==> src/rtl/idm_pkg.sv <==
package idm_pkg;

    typedef enum logic [2:0] {
        K_REG  = 3'd0,
        K_DIR  = 3'd1,
        K_IND  = 3'd2,
        K_BIT  = 3'd3,
        K_PUSH = 3'd4,
        K_POP  = 3'd5,
        K_RSV6 = 3'd6,
        K_RSV7 = 3'd7
    } kind_e;

    typedef enum logic [1:0] {
        T_NONE = 2'd0,
        T_RAM  = 2'd1,
        T_SFR  = 2'd2,
        T_SP   = 2'd3
    } target_e;

endpackage

==> src/rtl/idm_decode.sv <==
module idm_decode
    import idm_pkg::*;
#(
    parameter int          AW       = 8,
    parameter int          BANK_W   = 2,
    parameter int          REGIDX_W = 3,
    parameter logic [7:0]  BIT_BASE = 8'h20,
    parameter logic [7:0]  SP_SFR   = 8'h81
) (
    input  logic                req_valid,
    input  logic [2:0]          req_kind,
    input  logic [AW-1:0]       req_addr,
    input  logic                req_write,
    input  logic [BANK_W-1:0]   bank,
    input  logic [AW-1:0]       sp,
    output target_e             tgt,
    output logic [AW-1:0]       byte_addr,
    output logic                is_bit,
    output logic [REGIDX_W-1:0] bit_pos,
    output logic                op_rd,
    output logic                op_wr,
    output logic                do_push,
    output logic                do_pop
);

    localparam int PAD_W  = AW - BANK_W - REGIDX_W;
    localparam int BYTE_W = AW - 1 - REGIDX_W;

    kind_e kind;
    target_e tgt_raw;

    assign kind = kind_e'(req_kind);

    always_comb begin
        tgt_raw   = T_NONE;
        byte_addr = req_addr;
        is_bit    = 1'b0;
        op_wr     = 1'b0;
        unique case (kind)
            K_REG: begin
                tgt_raw   = T_RAM;
                byte_addr = {{PAD_W{1'b0}}, bank, req_addr[REGIDX_W-1:0]};
                op_wr     = req_write;
            end
            K_DIR: begin
                if (!req_addr[AW-1])          tgt_raw = T_RAM;
                else if (req_addr == SP_SFR)  tgt_raw = T_SP;
                else                          tgt_raw = T_SFR;
                op_wr = req_write;
            end
            K_IND: begin
                tgt_raw = T_RAM;
                op_wr   = req_write;
            end
            K_BIT: begin
                is_bit = 1'b1;
                op_wr  = req_write;
                if (!req_addr[AW-1]) begin
                    tgt_raw   = T_RAM;
                    byte_addr = AW'(BIT_BASE) + AW'(req_addr[AW-2:REGIDX_W]);
                end else begin
                    tgt_raw   = T_SFR;
                    byte_addr = {req_addr[AW-1:REGIDX_W], {REGIDX_W{1'b0}}};
                end
            end
            K_PUSH: begin
                tgt_raw   = T_RAM;
                byte_addr = sp + AW'(1);
                op_wr     = 1'b1;
            end
            K_POP: begin
                tgt_raw   = T_RAM;
                byte_addr = sp;
            end
            default: begin
                tgt_raw = T_NONE;
            end
        endcase
    end

    assign tgt     = req_valid ? tgt_raw : T_NONE;
    assign bit_pos = req_addr[REGIDX_W-1:0];
    assign op_rd   = (tgt != T_NONE) && (!op_wr || is_bit);
    assign do_push = (tgt == T_RAM) && (kind == K_PUSH);
    assign do_pop  = (tgt == T_RAM) && (kind == K_POP);

    localparam int UNUSED_BYTE_W = BYTE_W;

endmodule

==> src/rtl/idm_bitmerge.sv <==
module idm_bitmerge #(
    parameter int DW    = 8,
    parameter int POS_W = $clog2(DW)
) (
    input  logic [DW-1:0]    byte_in,
    input  logic [POS_W-1:0] bit_pos,
    input  logic             bit_val,
    output logic             bit_out,
    output logic [DW-1:0]    byte_out
);

    for (genvar i = 0; i < DW; i++) begin : g_lane
        assign byte_out[i] = (bit_pos == POS_W'(i)) ? bit_val : byte_in[i];
    end

    assign bit_out = byte_in[bit_pos];

endmodule

==> src/rtl/idm_ctxregs.sv <==
module idm_ctxregs #(
    parameter int          AW       = 8,
    parameter int          BANK_W   = 2,
    parameter logic [7:0]  SP_RESET = 8'h07
) (
    input  logic              clk,
    input  logic              rst_n,
    input  logic              bank_load,
    input  logic [BANK_W-1:0] bank_val,
    input  logic              sp_load,
    input  logic [AW-1:0]     sp_val,
    input  logic              push,
    input  logic              pop,
    output logic [AW-1:0]     sp_q,
    output logic [BANK_W-1:0] bank_q
);

    always_ff @(posedge clk or negedge rst_n) begin
        if (!rst_n) begin
            bank_q <= '0;
        end else if (bank_load) begin
            bank_q <= bank_val;
        end
    end

    always_ff @(posedge clk or negedge rst_n) begin
        if (!rst_n) begin
            sp_q <= AW'(SP_RESET);
        end else if (sp_load) begin
            sp_q <= sp_val;
        end else if (push) begin
            sp_q <= sp_q + AW'(1);
        end else if (pop) begin
            sp_q <= sp_q - AW'(1);
        end
    end

endmodule

==> src/rtl/idm_mapper.sv <==
module idm_mapper
    import idm_pkg::*;
#(
    parameter int          AW       = 8,
    parameter int          DW       = 8,
    parameter int          BANK_W   = 2,
    parameter int          REGIDX_W = 3,
    parameter logic [7:0]  BIT_BASE = 8'h20,
    parameter logic [7:0]  SP_SFR   = 8'h81,
    parameter logic [7:0]  SP_RESET = 8'h07
) (
    input  logic              clk,
    input  logic              rst_n,
    input  logic              req_valid,
    input  logic [2:0]        req_kind,
    input  logic [AW-1:0]     req_addr,
    input  logic              req_write,
    input  logic [DW-1:0]     req_wdata,
    input  logic              bank_load,
    input  logic [BANK_W-1:0] bank_val,
    output logic [DW-1:0]     rd_data,
    output logic [AW-1:0]     ram_addr,
    output logic              ram_re,
    output logic              ram_we,
    output logic [DW-1:0]     ram_wdata,
    input  logic [DW-1:0]     ram_rdata,
    output logic [AW-1:0]     sfr_addr,
    output logic              sfr_re,
    output logic              sfr_we,
    output logic [DW-1:0]     sfr_wdata,
    input  logic [DW-1:0]     sfr_rdata,
    output logic [AW-1:0]     sp,
    output logic [BANK_W-1:0] bank
);

    target_e             tgt;
    logic [AW-1:0]       byte_addr;
    logic                is_bit;
    logic [REGIDX_W-1:0] bit_pos;
    logic                op_rd;
    logic                op_wr;
    logic                do_push;
    logic                do_pop;
    logic [DW-1:0]       src_byte;
    logic [DW-1:0]       merged;
    logic                bit_out;
    logic [DW-1:0]       out_byte;

    idm_decode #(
        .AW       (AW),
        .BANK_W   (BANK_W),
        .REGIDX_W (REGIDX_W),
        .BIT_BASE (BIT_BASE),
        .SP_SFR   (SP_SFR)
    ) u_decode (
        .req_valid (req_valid),
        .req_kind  (req_kind),
        .req_addr  (req_addr),
        .req_write (req_write),
        .bank      (bank),
        .sp        (sp),
        .tgt       (tgt),
        .byte_addr (byte_addr),
        .is_bit    (is_bit),
        .bit_pos   (bit_pos),
        .op_rd     (op_rd),
        .op_wr     (op_wr),
        .do_push   (do_push),
        .do_pop    (do_pop)
    );

    assign src_byte = (tgt == T_SFR) ? sfr_rdata : ram_rdata;

    idm_bitmerge #(
        .DW    (DW),
        .POS_W (REGIDX_W)
    ) u_merge (
        .byte_in  (src_byte),
        .bit_pos  (bit_pos),
        .bit_val  (req_wdata[0]),
        .bit_out  (bit_out),
        .byte_out (merged)
    );

    idm_ctxregs #(
        .AW       (AW),
        .BANK_W   (BANK_W),
        .SP_RESET (SP_RESET)
    ) u_ctx (
        .clk       (clk),
        .rst_n     (rst_n),
        .bank_load (bank_load),
        .bank_val  (bank_val),
        .sp_load   ((tgt == T_SP) && op_wr),
        .sp_val    (req_wdata[AW-1:0]),
        .push      (do_push),
        .pop       (do_pop),
        .sp_q      (sp),
        .bank_q    (bank)
    );

    assign out_byte  = is_bit ? merged : req_wdata;

    assign ram_addr  = byte_addr;
    assign ram_re    = (tgt == T_RAM) && op_rd;
    assign ram_we    = (tgt == T_RAM) && op_wr;
    assign ram_wdata = out_byte;

    assign sfr_addr  = byte_addr;
    assign sfr_re    = (tgt == T_SFR) && op_rd;
    assign sfr_we    = (tgt == T_SFR) && op_wr;
    assign sfr_wdata = out_byte;

    always_comb begin
        rd_data = '0;
        if (is_bit && (tgt != T_NONE)) begin
            rd_data = {{(DW-1){1'b0}}, bit_out};
        end else begin
            unique case (tgt)
                T_RAM:   rd_data = ram_rdata;
                T_SFR:   rd_data = sfr_rdata;
                T_SP:    rd_data = DW'(sp);
                default: rd_data = '0;
            endcase
        end
    end

endmodule

==> config.mk <==
export PLATFORM = sky130hd
export DESIGN_NAME = idm_mapper
export DESIGN_NICKNAME = d
export VERILOG_FILES = /design/src/rtl/idm_pkg.sv /design/src/rtl/idm_decode.sv /design/src/rtl/idm_bitmerge.sv /design/src/rtl/idm_ctxregs.sv /design/src/rtl/idm_mapper.sv
export SDC_FILE = /design/constraint.sdc
export NUM_CORES = 1
export LEC_CHECK = 0
export ABC_AREA = 1
export BUFFER_PORTS_ARGS = -buffer_cell sky130_fd_sc_hd__buf_2
export CAP_MARGIN = 20
export CORE_UTILIZATION = 50
export DETAILED_ROUTE_END_ITERATION = 16
export GPL_TIMING_DRIVEN = 0
export PLACE_DENSITY = 0.83
export SLEW_MARGIN = 20
export SYNTH_ARGS = -nofsm -noshare
export SYNTH_HDL_FRONTEND = slang
export SYNTH_SLANG_ARGS = --single-unit
==> constraint.sdc <==
create_clock -name clk -period 4.55 [get_ports clk]
set_input_delay 0.6825 -clock clk [delete_from_list [all_inputs] [get_ports clk]]
set_output_delay 0.6825 -clock clk [all_outputs]
set_load 0.01 [all_outputs]
### After elaboration in Yosys (flattened, before gate mapping)

Cells that the tools add are included.
Widths: inputs -> output; s select.

| word-level totals | value |
|---|---|
| register bits after elaboration | 10 |
| latch bits | 0 |
| bits in writable memories | 0 |
| memory bits (read-only) | 0 |
| input bits | 42 |
| output and inout bits | 54 |
| logic and storage cells | 65 |
| memories kept | 0 |

| operators by class | value |
|---|---|
| add/subtract/negate cells | 3 |
| multipliers | 0 |
| divide/modulo/power cells | 0 |
| magnitude comparators | 1 |
| equal/unequal tests | 16 |
| shift-type cells | 0 |
| muxes and demuxes | 26 |
| bitwise operators | 0 |
| reduce and logical (&&, ||, !) cells | 17 |

Operator list:

| cell | count |
|---|---|
| $mux 8 | 7 |
| $pmux 8 s4 | 1 |
| $pmux 8 s3 | 1 |
| $eq 3x3->1 const B | 6 |
| $eq 3x2->1 const B | 4 |
| $mux 1 | 11 |
| $logic_and 1x1->1 | 9 |
| $add 8x1->8 const B | 1 |
| $eq 8x8->1 const B | 1 |
| $reduce_or 4->1 | 2 |
| $sub 8x1->8 const B | 1 |
| $add 6x4->7 const A | 1 |
| $eq 3x1->1 const B | 2 |
| $logic_not 3->1 | 2 |
| $mux 2 | 3 |
| $pmux 2 s3 | 1 |
| $eq 2x2->1 const B | 2 |
| $lt 3x4->1 const B | 1 |
| $bmux 1 s3 | 1 |
| $reduce_bool 3->1 | 1 |
| $eq 2x1->1 const B | 1 |
| $pmux 1 s2 | 1 |
| $reduce_bool 2->1 | 1 |
| $logic_not 1->1 | 1 |
| $logic_or 1x1->1 | 1 |

### Depth between registers and ports, before layout

Gate-level depths: netlist of the first run.

| logic depth | value |
|---|---|
| depth in word-level cells | 10 |
| depth in mapped cells | 13 |
| gate-level depth less buffers | 13 |

### Hierarchy

A second synthesis of the first run with hierarchy kept.

| unflattened totals | value |
|---|---|
| cells, all modules | 400 |
| area total of the unflattened synthesis | 2249.7 µm² |

Modules (own cells, without submodules):

| module | instances | cells each | area each (µm²) | seq. area each (µm²) |
|---|---|---|---|---|
| idm_ctxregs | 1 | 103 | 803.3 | 254.0 |
| idm_mapper | 1 | 126 | 648.1 | 0.0 |
| idm_decode | 1 | 119 | 555.5 | 0.0 |
| idm_bitmerge | 1 | 52 | 242.7 | 0.0 |

### Worst setup path before layout of the first run

Ideal clock, no wire load.

| path | value |
|---|---|
| path type | input -> output |
| from | input port req_kind[2] |
| to | output port sfr_wdata[1] |
| arrival time | 1.994 ns |
| data required time | 3.868 ns |
| setup slack | 1.873 ns |
| stages | 9 |
| buffers on the path | 2 |
| path through | inv_2 nand3_4 nor2_8 nand3_4 buf_6 o21ai_2 o21ai_0 o22ai_1 buf_4 |

| on the way | value |
|---|---|
| longest elaborated chain between the ends | 8 |
| elaborated cells on any way between the ends | 14 |
| classes of those cells | eq/ne: 6; mux: 6; reduce/logical: 2 |

RTL lines:

| element | RTL line | text |
|---|---|---|
| start: declaration | idm_mapper.sv:15 | `input logic [2:0] req_kind,` |
| $eq 3x2->1, or another cell as far along | idm_decode.sv:39 | `unique case (kind)` |
| $reduce_or 4->1 (no line) | -- |  |
| $pmux 2 s3 | idm_decode.sv:39 |  |
| $mux 2 | idm_decode.sv:81 | `assign tgt = req_valid ? tgt_raw : T_NONE;` |
| $eq 2x2->1 | idm_mapper.sv:72 | `assign src_byte = (tgt == T_SFR) ? sfr_rdata : ram_rdata;` |
| $mux 8 | idm_mapper.sv:72 |  |
| $mux 1 | idm_bitmerge.sv:13 | `assign byte_out[i] = (bit_pos == POS_W'(i)) ? bit_val : byte_in[i];` |
| $mux 8 (*) | idm_mapper.sv:102 | `assign out_byte = is_bit ? merged : req_wdata;` |
| end: declaration | idm_mapper.sv:30 | `output logic [DW-1:0] sfr_wdata,` |

Mark *: on every way between the ends. The rest lies on a longest branch, timed or not.

### Worst setup path after layout of the first run

Ends and elaborated chain as after synthesis.

==> results of run 1 <==
-- final cells by class --
| cell class | count | area share |
|---|---|---|
| buffer | 22 | 0.0641 |
| clock buffer | 4 | 0.0224 |
| inverter | 56 | 0.0855 |
| multi-input combinational | 228 | 0.512 |
| sequential | 10 | 0.103 |
| tap | 46 | 0.0234 |
| timing repair buffer | 93 | 0.189 |
-- kinds of logic after synthesis --
logic type / count (synthesis) / synth area share
AOI/OAI and AO/OA: 68 / 0.237
buffers and inverters: 78 / 0.195
xor gates and xnor gates: 7 / 0.0326
adders and majority gates: 2 / 0.0133
muxes: 1 / 0.00598
DFF: 10 / 0.135
and+or+nand+nor: 150 / 0.380
-- registers in the layout (all words and copies together) (netlist names) --
name and count:
u_ctx.bank_q 2, u_ctx.sp_q 8
-- power by group through the flow --
stage	clock, mW	combinational (mW)	sequential (mW)
after detailed placement	0	0.514	0.178
after global routing	0.118	0.577	0.183
final	0.108	0.524	0.178
after floorplan	0	0.325	0.185
after CTS	0.111	0.517	0.177
after global placement	0	0.507	0.177
-- layout by cell type, fill, tap and decap left out, types with 2 or more instances in the layout --
cell,n
buf_2,96
nand2_1,75
inv_1,48
nor2_1,27
o21ai_0,21
buf_4,17
nor3_1,11
nand3_1,11
o22ai_1,11
nand2_2,10
a21oi_1,8
o221ai_1,8
nand4_1,7
o211ai_1,7
dfrtp_1,7
inv_2,6
xor2_1,6
o2111ai_1,4
clkbuf_8,4
nor2_4,3
dfstp_2,3
clkinv_1,2
o31ai_1,2
nand3_4,2
o21ai_2,2
o21ai_1,2
ha_1,2
-- critical path, cell delays in order --
cell,delay (ns)
buf_2,0.12
inv_2,0.14
nand3_4,0.14
nor2_8,0.20
nand3_4,0.12
buf_6,0.17
o21ai_2,0.19
o21ai_0,0.12
o22ai_1,0.17
buf_4,0.13
buf_2,0.11
-- metal layers --
layer  part of all wire  vias to the layer above
li1                   -                     1226
met1               0.46                     1116
met2               0.46                      129
met3              0.082                        3
met4             0.0058                        0
met5                  0                        -
-- worst min-delay path by stage --
stage | start | endpoint | slack, ns | cells after the start
floorplan | rst_n | u_ctx.bank_q[0] | 0.39 | 0
global placement | rst_n | u_ctx.bank_q[0] | 0.54 | 1
detailed placement | rst_n | u_ctx.sp_q[4] | 0.54 | 1
CTS | rst_n | u_ctx.sp_q[4] | 0.29 | 1
global route | rst_n | u_ctx.sp_q[4] | 0.30 | 1
finish | rst_n | u_ctx.sp_q[4] | 0.29 | 1
-- through the flow --
stage / cell area (µm²) / hold WS, ns / setup slack [ns]
5_1_grt: 2460 / 0.298 / 1.47
3_3_place_gp: 2400 / 0.543 / 1.62
3_5_place_dp: 2400 / 0.544 / 1.60
2_1_floorplan: 1880 / 0.387 / 1.87
6_report: 2460 / 0.292 / 1.57
4_1_cts: 2460 / 0.292 / 1.60
==> results.ini, run 1 <==
[final_layout]
layout.cells.non_filler = 459
seqCellArea_um2 = 254
multiInputGateArea_um2 = 1260
final_util = 0.709
n_antenna_cell = 0
n_fill_cell = 342
drive_gt1_frac = 0.366
nets = 458
area_delta_synth_final_pct = 30.7

[timing]
drv_slew = 0
fin_crit_sh = 0.656
fin_tns_setup_ns = 0
slew_headroom = 0.777
fin_crit_ns = 2.98
max_freq_mhz = 335
setup_viol = 0
finalHoldViolations = 0
worst_pin_slew_ns = 0.335
skew_ns = 0.000899
rsz0062_at_grt = no

[route]
wl_per_cell_um = 13.1
antenna_left = 0
via_count = 2474
first_pass_iters = 5
wirelength_um = 6010
drc = 0
drt-initial-drc-count = 264
viasPerCell = 5.39

[critical_path]
rr_worst_depth = 10
start_kind = input pin
r2r-end = u_ctx.sp_q[6]
critical_path_arrival_ns = 2.30
cp_max_fo = 10
required_ns = 3.87
cp-startpoint = req_kind[2]
path_class = in2out
reg2reg_from = u_ctx.sp_q[0]
r2r_slack_ns = 2.69
critPathCaptureType = output pin
crit_end = sfr_wdata[1]

[global_routing]
antenna_found_initial = 0
grt_max_degree = 11
grt_pass1_vias = 2097
busiest_layer = met2
use_met2 = 0.471
overflow = 0
grt.met3_usage = 0.0163
use_met1 = 0.431
grtUsageTotal = 0.295
grt_pass1_wl_um = 9520

[placement]
gp_congestion = 0.928
io_buffers = 93
placedCellCount = 455
dp_hpwl_um = 4900

[synth]
synth_warnings = 0
yosys.area.top_type = nand2_1
synth.avg_cell_area_um2 = 5.96
synth-seq-area-share = 0.135
syn-cell-area_um2 = 1880
ys_top_cells_by_count = 75 x nand2_1, 48 x inv_1, 27 x nor2_1
synth.most_common_cell = nand2_1
synth_ff_type = dfrtp_1
synthArstFlopShare = 1.00
synth_edf_count = 0
synth_nets = 360
synth_top_area_share = 0.150
synth_cell_types = 37
synth_cells = 316
synth_seq_cells = 10
netlist_top_cells_area = nand2_1 15%, inv_1 9.6%, dfrtp_1 9.3%, buf_4 6.8%, o21ai_0 5.6%

[clocking]
cts_max_path_buffers = 2
clk_pin_slew_ns = 0.04
cts_buffers = 3
clk_latency_ns = 0.23
cts_setup_buffers = 0
post_cts_resized = 0
clockRootBuffer = clkbuf_8
cts_sinks = 10
post_cts_hold_buffer_count = 0
cts_tree = yes
h-tree-depth = 1

[pwr]
p_per_area_nw_per_um2 = 329
combPwrFrac = 0.647
ir_drop_mv = 0.327
p_switching_uw = 398
seqPwrFrac = 0.219
p_leak_nw = 1.41
total_power_uw = 810
clkPwrFrac = 0.133
internal_power_uw = 412
switching_share = 0.491

[floorplanning]
core-area_um2 = 3470
dieArea_um2 = 4010
initial_core_util = 0.543
die_h_um = 63.4
dieWidth_um = 63.4
num_rows = 21
boundaryPins = 96

[run_status]
outcome = finished, final reports clean

[run]
cap_violations = 0

[worst_hold_path]
holdCritPathClass = in2async

No activity file was read; power rests on OpenSTA's default activity.
==> run 2: changes to the inputs <==
--- a/config.mk
+++ b/config.mk
@@ -8,10 +8,10 @@
 export ABC_AREA = 1
 export BUFFER_PORTS_ARGS = -buffer_cell sky130_fd_sc_hd__buf_2
 export CAP_MARGIN = 20
-export CORE_UTILIZATION = 50
+export CORE_UTILIZATION = 42
 export DETAILED_ROUTE_END_ITERATION = 16
 export GPL_TIMING_DRIVEN = 0
-export PLACE_DENSITY = 0.83
+export PLACE_DENSITY = 0.74
 export SLEW_MARGIN = 20
 export SYNTH_ARGS = -nofsm -noshare
 export SYNTH_HDL_FRONTEND = slang
==> constraint.sdc (replaced) <==
create_clock -name clk -period 2.41 [get_ports clk]
set_input_delay 0.3615 -clock clk [delete_from_list [all_inputs] [get_ports clk]]
set_output_delay 0.3615 -clock clk [all_outputs]
set_load 0.01 [all_outputs]
==> results.ini, run 2 (same netlist as run 1, synthesis figures left out) <==
[timing]
fin_crit_sh = 0.971
max_freq_mhz = 427
slew_headroom = 0.768
skew_ns = 0.00283
worst_pin_slew_ns = 0.347
drv_slew = 0
setup_viol = 0
fin_crit_ns = 2.34
rsz0062_at_grt = yes
finalHoldViolations = 0

[clocking]
cts_max_path_buffers = 2
clk_pin_slew_ns = 0.05
h-tree-depth = 1
cts_tree = yes
clockRootBuffer = clkbuf_8
cts_sinks = 10
clk_latency_ns = 0.23
cts_buffers = 3

[worst_hold_path]
min_path_cells = 3
hp-start = bank_val[0]
holdCritPathClass = in2reg
hold_end = u_ctx.bank_q[0]

[global_routing]
overflow = 0
antenna_found_initial = 0
grt_pass1_wl_um = 9670
grt_pass1_vias = 2069
grtUsageTotal = 0.270
grt_max_degree = 11

[pwr]
combPwrFrac = 0.659
ir_drop_mv = 0.541
switching_share = 0.497
internal_power_uw = 771
p_switching_uw = 762
p_leak_nw = 1.44
seqPwrFrac = 0.227
clkPwrFrac = 0.115
p_per_area_nw_per_um2 = 608
total_power_mw = 1.53

[final_layout]
n_antenna_cell = 0
layout.cells.non_filler = 468
area_delta_synth_final_pct = 33.9
top_register = u_ctx.sp_q
drive_gt1_frac = 0.376
n_fill_cell = 429
final_util = 0.608
nets = 463
final_cell_mix = 94 x buf_2, 75 x nand2_1, 48 x inv_1
layout_commonest_cell = buf_2
largest_reg_flops = 8
reg_top3 = u_ctx.sp_q (8), u_ctx.bank_q (2)

[critical_path]
reg2reg_from = u_ctx.sp_q[0]
r2r_slack_ns = 0.53
critical_path_arrival_ns = 1.98
required_ns = 2.05
r2r-end = u_ctx.sp_q[6]
path_class = reg2out
critPathCaptureType = output pin
start_kind = flop
cp_max_fo = 7
rr_worst_depth = 10

[run_status]
outcome = finished, final reports clean

[floorplanning]
die_h_um = 68.9
num_rows = 23
dieWidth_um = 68.9
initial_core_util = 0.454
boundaryPins = 96
core-area_um2 = 4140
dieArea_um2 = 4750

[placement]
gp_congestion = 0.934
io_buffers = 93
dp_hpwl_um = 5160
placedCellCount = 459

[route]
top_layer_used = met4
wl_met2_um = 2900
drc = 0
drt-initial-drc-count = 258
antenna_left = 0
routed-wl-met3_um = 491
wl_per_cell_um = 13.7
wl_met1_um = 2960
via_count = 2506
viasPerCell = 5.35
wirelength_um = 6420
first_pass_iters = 6

[run]
cap_violations = 0

## run 2: changes by cell type in the layout (fill, tap and decap cells not counted), sizes merged
cell / before / now
buf: 115 / 118
clkbuf: 4 / 5
dlygate4sd3: 0 / 1
## run 2: critical path, stage by stage (launching register included)
cell and delay [ns]:
dfstp_2 0.57, inv_1 0.15, ha_1 0.32, inv_1 0.10
o22ai_1 0.09, a21oi_1 0.10, o21ai_0 0.14, buf_4 0.16
buf_2 0.12
## run 2: how the worst max path moves through the flow
stage	start	to	cells past startpoint
after floorplan	u_ctx.sp_q[2]	sfr_addr[7]	8
after global placement	req_kind[2]	sfr_wdata[1]	11
after detailed placement	req_kind[2]	sfr_wdata[4]	11
after CTS	u_ctx.sp_q[2]	sfr_addr[7]	8
after global routing	u_ctx.sp_q[1]	sfr_addr[7]	8
final	u_ctx.sp_q[0]	sfr_addr[1]	8
## run 2: power by group through the flow
stage	combinational, mW	sequential, mW	clock [mW]
after floorplan	0.614	0.350	0
after global placement	0.962	0.338	0
after detailed placement	0.971	0.340	0
after CTS	0.965	0.358	0.184
after global routing	1.11	0.362	0.191
final	1.01	0.348	0.176
## run 2: final cells by class
| class | count | area, µm² | share of cell area |
|---|---|---|---|
| Multi-Input combinational cell | 228 | 1280 | 0.507 |
| Timing Repair Buffer | 99 | 513 | 0.204 |
| Clock buffer | 4 | 45.0 | 0.0179 |
| Buffer | 21 | 155 | 0.0616 |
| Inverter | 56 | 213 | 0.0844 |
| Sequential cell | 10 | 254 | 0.101 |
| Tap cell | 50 | 62.6 | 0.0248 |
## run 2: repair_timing
action                                  in CTS  in global routing
hold buffers                                 1                  0
endpoints found under the setup margin       1                 12
pin swaps                                    1                  4
hold endpoints to repair                     7                  0
resized for setup                            0                  6
buffers inserted                             1                  4
## run 2: per-stage QoR
| step | cell area (µm²) | hold WS [ns] | setup WS (ns) | setup TNS, ns |
|---|---|---|---|---|
| 2_1_floorplan | 1880 | 0.0659 | 0.365 | 0 |
| 3_3_place_gp | 2410 | 0.222 | 0.108 | 0 |
| 3_5_place_dp | 2410 | 0.225 | 0.115 | 0 |
| 4_1_cts | 2470 | 0.341 | 0.0470 | 0 |
| 5_1_grt | 2520 | 0.369 | -0.0515 | -0.102 |
| 6_report | 2520 | 0.341 | 0.0706 | 0 |
## run 2: per-layer routing
layer  global-route usage  up-vias
met5                    0        -
met2                0.421      128
li1                     -     1243
met4               0.0740        0
met3               0.0132        6
met1                0.396     1129
==> run 3: changes to the inputs <==
--- a/config.mk
+++ b/config.mk
@@ -12,6 +12,7 @@
 export DETAILED_ROUTE_END_ITERATION = 16
 export GPL_TIMING_DRIVEN = 0
 export PLACE_DENSITY = 0.74
+export RECOVER_POWER = 100
 export SLEW_MARGIN = 20
 export SYNTH_ARGS = -nofsm -noshare
 export SYNTH_HDL_FRONTEND = slang
==> results.ini, run 3 (same netlist as run 1, synthesis figures left out) <==
[run_status]
outcome = finished, final reports clean

[clocking]
clk_pin_slew_ns = 0.05
cts_buffers = 3
clk_latency_ns = 0.23
cts_max_path_buffers = 2
h-tree-depth = 1
cts_tree = yes
cts_sinks = 10
clockRootBuffer = clkbuf_8

[timing]
skew_ns = 0.00289
finalHoldViolations = 0
drv_slew = 0
worst_pin_slew_ns = 0.489
rsz0062_at_grt = yes
slew_headroom = 0.674
fin_crit_sh = 0.971
max_freq_mhz = 427
setup_viol = 0
setup_ws_ns = 0.0687
fin_crit_ns = 2.34

[floorplanning]
num_rows = 23
core-area_um2 = 4140
dieArea_um2 = 4750
die_h_um = 68.9
dieWidth_um = 68.9
initial_core_util = 0.454
boundaryPins = 96

[critical_path]
path_class = reg2out
cp_max_fo = 7
critical_path_arrival_ns = 1.98
required_ns = 2.05
start_kind = flop
critPathCaptureType = output pin

[global_routing]
grtUsageTotal = 0.270
grt_max_degree = 11
antenna_found_initial = 0
grt_pass1_wl_um = 9670
overflow = 0
grt_pass1_vias = 2069

[route]
via_count = 2532
drt-initial-drc-count = 278
wirelength_um = 6440
antenna_left = 0
wl_per_cell_um = 13.8
viasPerCell = 5.41
drc = 0
first_pass_iters = 5

[placement]
io_buffers = 93
gp_congestion = 0.934
place_ws_ns = 0.115
placed_cell_area_um2 = 2410
dp_hpwl_um = 5160

[final_layout]
fin_area_um2 = 2510
top_register = u_ctx.sp_q
nets = 463
area_delta_synth_final_pct = 33.4
reg_top3 = u_ctx.sp_q (8), u_ctx.bank_q (2)
final_cell_mix = 86 x buf_2, 75 x nand2_1, 48 x inv_1
largest_reg_flops = 8
layout_commonest_cell = buf_2
drive_gt1_frac = 0.356
n_antenna_cell = 0

[pwr]
ir_drop_mv = 0.515
p_per_area_nw_per_um2 = 607
p_leak_nw = 1.42

[run]
cap_violations = 0

[worst_hold_path]
holdCritPathClass = in2reg

-- run 3: cell types whose count changed in the layout (fill, tap and decap cells not counted) --
cell / change
clkbuf_1: +8
buf_2: -8
-- run 3: final cells by class --
class / count / area [µm²]
Clock buffer: 4 / 45.0
Buffer: 21 / 155
Fill cell: 432 / 1630
Tap cell: 50 / 62.6
Inverter: 56 / 213
Timing Repair Buffer: 99 / 503
Multi-Input combinational cell: 228 / 1280
Sequential cell: 10 / 254
-- run 3: layer usage --
layer  share of wire  track usage
met5               0            0
met4           0.012       0.0740
met3           0.077       0.0132
met2            0.45        0.421
met1            0.46        0.396
-- run 3: what timing repair did --
item	CTS	global route
pin swaps	1	4
gates cloned	0	0
gates resized for setup	0	6
hold buffers	1	0
endpoints found under the hold margin	7	0
endpoints found under the setup margin	1	12
setup buffers	1	4
-- run 3: power breakdown --
| part | internal (mW) | switching [mW] | leakage [nW] | total, mW |
|---|---|---|---|---|
| clock | 0.115 | 0.0604 | 0.0228 | 0.176 |
| sequential | 0.250 | 0.0990 | 0.119 | 0.349 |
| combinational | 0.395 | 0.605 | 1.27 | 0.999 |
-- run 3: final timing paths --
check | depth (start not counted) | slack (ns) | start | end
hold / removal | 3 | 0.34 | bank_val[0] | u_ctx.bank_q[0]
setup reg to reg | 10 | 0.53 | u_ctx.sp_q[0] | u_ctx.sp_q[6]
min in group asynchronous | 2 | 0.59 | rst_n | u_ctx.sp_q[5]
hold reg to reg | 1 | 0.59 | u_ctx.bank_q[1] | u_ctx.bank_q[1]
setup / recovery | 8 | 0.07 | u_ctx.sp_q[0] | sfr_addr[1]
max in group asynchronous | 2 | 1.46 | rst_n | u_ctx.sp_q[1]
-- run 3: worst max-delay path: stages, from the launching register on --
cell	delay, ns
dfstp_2	0.57
inv_1	0.15
ha_1	0.32
inv_1	0.10
o22ai_1	0.09
a21oi_1	0.10
o21ai_0	0.14
buf_4	0.16
buf_2	0.12
-- run 3: per-stage QoR --
step	TNS [ns]	std cells	utilization	power, mW	hold slack, ns
after detailed placement	0	459	0.582	1.31	0.225
after global routing	-0.101	468	0.606	1.65	0.369
after global placement	0	459	0.582	1.30	0.222
after CTS	0	464	0.595	1.51	0.341
final	0	468	0.606	1.52	0.341
after floorplan	0	316	-	0.964	0.0659
